==> src/rtl/oep_pkg.sv <==
package oep_pkg;

    typedef enum logic [1:0] {
        HS_NONE  = 2'd0,
        HS_ACK   = 2'd1,
        HS_NAK   = 2'd2,
        HS_STALL = 2'd3
    } hs_e;

    // configuration byte, field names neutral to mode
    typedef struct packed {
        logic       en;
        logic       iso;
        logic       b5;     // toggle or overflow
        logic       b4;     // double buffer or bps[4]
        logic       b3;     // stall or bps[3]
        logic       b2;     // irq enable or bps[2]
        logic [1:0] lo;     // reserved or bps[1:0]
    } cfg_t;

    typedef struct packed {
        hs_e  code;
        logic commit;
        logic buf_y;
        logic irq;
        logic tog_flip;
        logic tog_set;
        logic stall_set;
        logic ovf_set;
        logic adv_nb;
        logic adv_iso;
    } dec_t;

    localparam dec_t DEC_IDLE = '{code: HS_NONE, default: 1'b0};

    function automatic logic [4:0] bps_field(cfg_t c);
        return {c.b4, c.b3, c.b2, c.lo};
    endfunction

    function automatic logic [7:0] cfg_view(cfg_t c);
        logic [7:0] v;
        v = c;
        if (!c.iso) v[1:0] = 2'b00;
        return v;
    endfunction

endpackage

==> src/rtl/oep_decide.sv <==
module oep_decide
    import oep_pkg::*;
#(
    parameter int  LEN_W   = 8,
    parameter bit  IS_CTRL = 1'b1,
    parameter bit  ISO_ALT = 1'b1
) (
    input  cfg_t             cfg,
    input  logic             pkt_valid,
    input  logic             pkt_setup,
    input  logic             pkt_data1,
    input  logic [LEN_W-1:0] pkt_len,
    input  logic [LEN_W-1:0] ctrl_remain,
    input  logic             buf_full_x,
    input  logic             buf_full_y,
    input  logic             nb_ptr,
    input  logic             iso_ptr,
    output dec_t             dec
);

    logic iso_tgt;
    logic nb_tgt;
    logic overrun;

    assign iso_tgt = ISO_ALT ? iso_ptr : 1'b0;
    assign nb_tgt  = cfg.b4 ? nb_ptr : 1'b0;
    assign overrun = IS_CTRL && (pkt_len > ctrl_remain);

    always_comb begin
        dec = DEC_IDLE;
        if (pkt_valid && cfg.en) begin
            if (cfg.iso) begin
                if (iso_tgt ? buf_full_y : buf_full_x) begin
                    dec.ovf_set = 1'b1;
                end else begin
                    dec.commit  = 1'b1;
                    dec.buf_y   = iso_tgt;
                    dec.adv_iso = ISO_ALT;
                end
            end else if (IS_CTRL && pkt_setup) begin
                dec.code    = HS_ACK;
                dec.commit  = 1'b1;
                dec.tog_set = 1'b1;
                dec.irq     = cfg.b2;
            end else if (cfg.b3) begin
                dec.code = HS_STALL;
            end else if (overrun) begin
                dec.code      = HS_STALL;
                dec.stall_set = 1'b1;
                dec.irq       = 1'b1;
            end else if (nb_tgt ? buf_full_y : buf_full_x) begin
                dec.code = HS_NAK;
            end else begin
                dec.code = HS_ACK;
                if (pkt_data1 == cfg.b5) begin
                    dec.commit   = 1'b1;
                    dec.buf_y    = nb_tgt;
                    dec.tog_flip = 1'b1;
                    dec.adv_nb   = cfg.b4;
                    dec.irq      = cfg.b2;
                end
            end
        end
    end

endmodule

==> src/rtl/oep_cfg_reg.sv <==
module oep_cfg_reg
    import oep_pkg::*;
(
    input  logic       clk,
    input  logic       rst,
    input  logic       wr,
    input  logic [7:0] wdata,
    input  dec_t       dec,
    output cfg_t       cfg_q
);

    cfg_t nxt;

    always_comb begin
        nxt = cfg_q;
        if (wr) begin
            nxt = cfg_t'(wdata);
            // isochronous flag bit: software may only clear it
            if (wdata[6]) nxt.b5 = cfg_q.b5 & wdata[5];
        end
        if (dec.tog_flip)  nxt.b5 = ~nxt.b5;
        if (dec.tog_set)   nxt.b5 = 1'b1;
        if (dec.stall_set) nxt.b3 = 1'b1;
        if (dec.ovf_set)   nxt.b5 = 1'b1;
    end

    always_ff @(posedge clk) begin
        if (rst) cfg_q <= '0;
        else     cfg_q <= nxt;
    end

endmodule

==> src/rtl/oep_buf_ptr.sv <==
module oep_buf_ptr #(
    parameter bit ISO_ALT = 1'b1
) (
    input  logic clk,
    input  logic rst,
    input  logic adv_nb,
    input  logic adv_iso,
    output logic nb_ptr,
    output logic iso_ptr
);

    always_ff @(posedge clk) begin
        if (rst)         nb_ptr <= 1'b0;
        else if (adv_nb) nb_ptr <= ~nb_ptr;
    end

    generate
        if (ISO_ALT) begin : g_iso_alt
            always_ff @(posedge clk) begin
                if (rst)          iso_ptr <= 1'b0;
                else if (adv_iso) iso_ptr <= ~iso_ptr;
            end
        end else begin : g_iso_fixed
            assign iso_ptr = 1'b0;
        end
    endgenerate

endmodule

==> src/rtl/usb_out_ep_ctrl.sv <==
module usb_out_ep_ctrl
    import oep_pkg::*;
#(
    parameter int LEN_W   = 8,
    parameter bit IS_CTRL = 1'b1,
    parameter bit ISO_ALT = 1'b1
) (
    input  logic             clk,
    input  logic             rst,
    input  logic             cfg_wr,
    input  logic [7:0]       cfg_wdata,
    output logic [7:0]       cfg_rdata,
    input  logic             pkt_valid,
    input  logic             pkt_setup,
    input  logic             pkt_data1,
    input  logic [LEN_W-1:0] pkt_len,
    input  logic [LEN_W-1:0] ctrl_remain,
    input  logic             buf_full_x,
    input  logic             buf_full_y,
    output logic             hs_valid,
    output logic [1:0]       hs_code,
    output logic             rx_commit,
    output logic             rx_buf_y,
    output logic             irq,
    output logic [5:0]       iso_sample_bytes
);

    cfg_t cfg_q;
    dec_t dec;
    logic nb_ptr;
    logic iso_ptr;

    oep_decide #(.LEN_W(LEN_W), .IS_CTRL(IS_CTRL), .ISO_ALT(ISO_ALT)) u_dec (
        .cfg        (cfg_q),
        .pkt_valid  (pkt_valid),
        .pkt_setup  (pkt_setup),
        .pkt_data1  (pkt_data1),
        .pkt_len    (pkt_len),
        .ctrl_remain(ctrl_remain),
        .buf_full_x (buf_full_x),
        .buf_full_y (buf_full_y),
        .nb_ptr     (nb_ptr),
        .iso_ptr    (iso_ptr),
        .dec        (dec)
    );

    oep_cfg_reg u_cfg (
        .clk  (clk),
        .rst  (rst),
        .wr   (cfg_wr),
        .wdata(cfg_wdata),
        .dec  (dec),
        .cfg_q(cfg_q)
    );

    oep_buf_ptr #(.ISO_ALT(ISO_ALT)) u_ptr (
        .clk    (clk),
        .rst    (rst),
        .adv_nb (dec.adv_nb),
        .adv_iso(dec.adv_iso),
        .nb_ptr (nb_ptr),
        .iso_ptr(iso_ptr)
    );

    always_ff @(posedge clk) begin
        if (rst) begin
            hs_valid  <= 1'b0;
            hs_code   <= HS_NONE;
            rx_commit <= 1'b0;
            rx_buf_y  <= 1'b0;
            irq       <= 1'b0;
        end else begin
            hs_valid  <= (dec.code != HS_NONE);
            hs_code   <= dec.code;
            rx_commit <= dec.commit;
            rx_buf_y  <= dec.buf_y;
            irq       <= dec.irq;
        end
    end

    assign cfg_rdata        = cfg_view(cfg_q);
    assign iso_sample_bytes = cfg_q.iso ? ({1'b0, bps_field(cfg_q)} + 6'd1) : 6'd0;

endmodule

==> config.mk <==
export PLATFORM = sky130hd
export DESIGN_NAME = usb_out_ep_ctrl
export DESIGN_NICKNAME = d
export VERILOG_FILES = /design/src/rtl/oep_pkg.sv /design/src/rtl/oep_decide.sv /design/src/rtl/oep_cfg_reg.sv /design/src/rtl/oep_buf_ptr.sv /design/src/rtl/usb_out_ep_ctrl.sv
export SDC_FILE = /design/constraint.sdc
export NUM_CORES = 1
export LEC_CHECK = 0
export ABC_AREA = 1
export BUFFER_PORTS_ARGS = -buffer_cell sky130_fd_sc_hd__buf_2
export CAP_MARGIN = 40
export CORE_ASPECT_RATIO = 0.7
export CORE_UTILIZATION = 49
export CTS_CLUSTER_DIAMETER = 200
export DETAILED_ROUTE_END_ITERATION = 12
export HOLD_SLACK_MARGIN = 0.05
export PLACE_DENSITY = 0.83
export SLEW_MARGIN = 20
export SYNTH_ARGS = -nofsm -noshare
export SYNTH_HDL_FRONTEND = slang
export SYNTH_HIERARCHICAL = 1
export SYNTH_SLANG_ARGS = --single-unit
==> constraint.sdc <==
create_clock -name clk -period 4.73 [get_ports clk]
set_input_delay 0.946 -clock clk [delete_from_list [all_inputs] [get_ports clk]]
set_output_delay 0.946 -clock clk [all_outputs]
set_load 0.05 [all_outputs]
### Word level (Yosys, flattened, before mapping)

Index checks and enable logic that the tools add are counted.

| cells by class | value |
|---|---|
| $add $sub $neg | 1 |
| magnitude comparators | 1 |
| eq/ne operators | 1 |
| multiplexer cells | 43 |
| bitwise operators | 5 |
| reduce and logical (&&, ||, !) cells | 5 |

Operators by type and width:

| kind | number |
|---|---|
| 1-bit two-way mux | 27 |
| 2-bit two-way mux | 8 |
| 4-bit two-way mux | 4 |
| 6-bit two-way mux | 2 |
| 11-bit two-way mux | 1 |
| 8-bit greater-than comparator | 1 |
| 5-bit by 1-bit adder with 6-bit output, second input constant | 1 |
| 1-bit inverter | 4 |
| 2-bit nonzero test | 2 |
| 3-bit two-way mux | 1 |
| 3-bit OR reduction | 1 |
| 2-bit OR reduction | 1 |
| 1-bit AND | 1 |
| 1-bit == test | 1 |
| 1-bit logical AND | 1 |

| word-level totals | value |
|---|---|
| bits in registers | 16 |
| bits of input ports | 32 |
| output and inout port bits | 20 |
| logic and storage cells | 70 |

### Logic depth before layout (Yosys ltp)

| logic depth | value |
|---|---|
| word-level depth | 11 |
| gate-level depth with buffers | 17 |
| mapped depth without buffers | 17 |

### Hierarchy

Netlist, hierarchy kept.

By module, submodules not included:

| module | times used | cells an instance | area each (um^2) | sequential area each (um^2) |
|---|---|---|---|---|
| oep_decide | 1 | 79 | 431.7 | 0.0 |
| oep_cfg_reg | 1 | 44 | 330.3 | 160.2 |
| usb_out_ep_ctrl | 1 | 43 | 286.5 | 120.1 |
| oep_buf_ptr | 1 | 11 | 73.8 | 40.0 |

### Worst setup path before layout

OpenSTA, ideal clock, no wires.

| path | value |
|---|---|
| kind | register -> output |
| start | register, netlist name u_cfg/cfg_q[6] |
| end | output port iso_sample_bytes[2] |
| data arrival time | 1,838 ps |
| path slack | 1,946 ps |
| stages on the path, launching flop included | 4 |
| path buffers | 1 |
| cell sequence | dfxtp_1 -> clkbuf_2 -> o21ai_0 -> a21oi_1 |

| on the way | value |
|---|---|
| cells in the longest elaborated chain, start to end | 1 |

RTL lines:

| item | RTL line | text |
|---|---|---|
| 6-bit two-way mux | usb_out_ep_ctrl.sv:82 | `assign iso_sample_bytes = cfg_q.iso ? ({1'b0, bps_field(cfg_q)} + 6'd1) : 6'd0;` |
| end, declared | usb_out_ep_ctrl.sv:25 | `output logic [5:0] iso_sample_bytes` |

Every way passes these cells.

### Worst setup path in the final report

| path | value |
|---|---|
| start | register, netlist name u_cfg/cfg_q[0] |
| end | output port iso_sample_bytes[4] |

| on the way | value |
|---|---|
| cells in the longest elaborated chain, start to end | 2 |

RTL lines:

| item | RTL line |
|---|---|
| 5-bit by 1-bit adder with 6-bit output | usb_out_ep_ctrl.sv:82 |
| 6-bit two-way mux | usb_out_ep_ctrl.sv:82 |

Every way passes these cells.

==> results_dict.tcl <==
set metrics [dict create \
    outcome "finished, final reports clean" \
    required_ns 3.78 \
    p_int_mw 0.199 \
    htreeDepth 1 \
    syn_area_sq_mm 0.00112 \
    fin_tns_setup_ns 0 \
    wirelength_mm 2.39 \
    synthToLayoutAreaGrowth_pct 26.5 \
    path_cells "ha_1, nand3_1, nand2_1, nand2_1, nor2_1, buf_2" \
    crit_type "register to primary output" \
    clkLatencyLatePin_ns 0.28 \
    ios 52 \
    place_hpwl_mm 1.94 \
    rsz0062_at_grt "false" \
    synth_cell_type_count 26 \
    max_stage_delay_ns 0.43 \
    drcViolationCount 0 \
    fmax_mhz 407 \
    p_leak_nw 0.828 \
    relSlewSlack_pct 69.8 \
    yosysTopAreaCell "dfxtp_1" \
    crit_start "u_cfg/cfg_q[0]$_SDFFE_PP0P_" \
    hold_slack_ns 0.509 \
    cap_viol_max_count 0 \
    clkTransAtPathRegs_ns 0.08 \
    crit_fanout 5 \
    grt_pass1_vias 910 \
    fp.dieW_um 59.2 \
    clockRootBuffer "clkbuf_4" \
    die-area_sq_mm 0.00249 \
    switching_power_mw 0.101 \
    p_sw_share_pct 33.6 \
    synth_nets 218 \
    antenna_found_initial 0 \
    grt_pass1_wl_mm 3.79 \
    drtIter0Drc 30 \
    hold_buffers 0 \
    cts_tree "built" \
    final_cell_mix "buf_2, nand2_1, inv_1" \
    clock_skew_ns 0.00410 \
    cp-start-kind "register" \
    synth_top_cells_by_area "dfxtp_1, nand2_1, inv_1" \
    core_area_sq_mm 0.00215 \
    tightest_slew_ns 0.452 \
    final_common_cell "buf_2" \
    hp-class "register to register" \
    final_area_sq_mm 0.00142 \
    io_buffers 51 \
    cts_sinks 16 \
    firstDrtPassIters 4 \
    start_util_pct 52.1 \
    arrival_ns 1.51 \
    via_count 1181 \
    yosys_warnings 6 \
    worstSetupEndpointType "primary output" \
    pwr-share-clk_pct 22.4 \
    power.density_mw_per_mm2 212 \
    seq_power_share_pct 48.9 \
    drv_slew 0 \
    setup_viol 0 \
    placed_area_sq_mm 0.00140 \
    fin_crit_sh_pct 51.9 \
    synth_seq_cells 16 \
    synth_cells 177 \
    fin_crit_ns 2.45 \
    viasPerCell 4.54 \
    min_from "u_ptr/nb_ptr$_SDFFE_PP0P_" \
    rows 14 \
    ant_nets 0 \
    die_h_um 42.0 \
    ctsLongestPathBuffers 2 \
    grt_max_degree 16 \
    postCtsResizedCells 0 \
    ys_seq_area_share_pct 28.5 \
    grt.total_usage_pct 20.1 \
    cp_slowest_cell "dfxtp_1" \
    finalHoldViolCount 0 \
    grt_remaining_overflow 0 \
    n_fill_cell 215 \
    vdd.ir_drop.worst_mv 0.154 \
    path_common_cell "nand2_1" \
    wl_per_cell_um 9.18 \
    finalWeightedCongestion 0.827 \
    finalNetCount 271 \
    worstReg2RegStart "u_cfg/cfg_q[4]$_SDFFE_PP0P_" \
    diodes 0 \
    pwr-share-comb_pct 28.7 \
    cts_made_buffers 3 \
    cts_setup_buffers 0 \
    drive_gt1_share_pct 28.9 \
    synth_area_per_cell_sq_um 6.34 \
    yosys.area.top_type_share_pct 28.5 \
]
==> power by group through the flow <==
stage	Sequential, mW	Combinational [mW]	Clock (mW)
after floorplan	0.161	0.0482	0
after global placement	0.150	0.0842	0
after detailed placement	0.150	0.0858	0
after CTS	0.147	0.0863	0.0707
after global routing	0.148	0.0958	0.0777
final	0.147	0.0863	0.0673
==> layer usage <==
metal  up-vias  share of wire (%)  track usage, %
met5         -                  0               0
met1       506                 51            29.3
met3         0                5.0            6.48
met4         0                  0            4.29
li1        650                  -               -
met2        25                 44            28.8
==> sequential cells by signal (all words and copies together) (netlist names) <==
name and cells:
hs_valid 1, u_cfg/cfg_q 8, irq 1, rx_buf_y 1
rx_commit 1, u_ptr/iso_ptr 1, u_ptr/nb_ptr 1, hs_code 2
==> worst max-delay path, delay by kind of cell, from the launching register on <==
kind                       cells  cell delay, ns
DFF                            1            0.43
adders and majority gates      1            0.21
and+or+nand+nor                4            0.32
buffers and inverters          1            0.26
==> cell families (layout without fill, tap and decap cells) <==
family,after synthesis,count (layout),synth area share (%)
xor+xnor,1,1,0.781
simple gates,91,91,36.5
fa+ha+maj,9,9,10.0
flops,16,16,28.5
compound gates,20,20,10.0
buf+inv,40,91,14.2
==> metrics by stage <==
step | cells | total power, mW | setup WS, ns | util (%)
detailed placement | 257 | 0.236 | 2.30 | 64.9
floorplan | 177 | 0.209 | 1.95 | -
global placement | 257 | 0.234 | 2.34 | 64.9
CTS | 260 | 0.304 | 2.28 | 65.9
global route | 260 | 0.322 | 2.17 | 65.9
finish | 260 | 0.301 | 2.28 | 65.9
==> cell type report <==
class | instances | area (sq um) | share of cell area [%]
clock buffers | 3 | 22.5 | 1.59
well taps | 32 | 40.0 | 2.82
inverters | 37 | 139 | 9.78
flip-flops and latches | 16 | 320 | 22.6
repair buffers | 51 | 255 | 18.0
multi-input cells | 121 | 643 | 45.3
==> cells in the mapped netlist (all sizes together) <==
cell	count
a21o	1
a21oi	15
and2	1
buf	2
clkbuf	1
dfxtp	16
ha	9
inv	37
nand2	48
nand3	7
nand4	2
nor2	27
nor3	3
nor3b	1
nor4	2
o21a	1
o21ai	2
o21bai	1
xnor2	1
==> worst paths after layout <==
path	cells past startpoint	end	slack (ns)
hold reg to reg	2	u_ptr/nb_ptr$_SDFFE_PP0P_	0.51
hold / removal	2	u_ptr/nb_ptr$_SDFFE_PP0P_	0.51
setup / recovery	6	iso_sample_bytes[4]	2.28
setup reg to reg	10	u_cfg/cfg_q[5]$_SDFF_PP0_	3.21
Power figures use the tool's default switching activity.
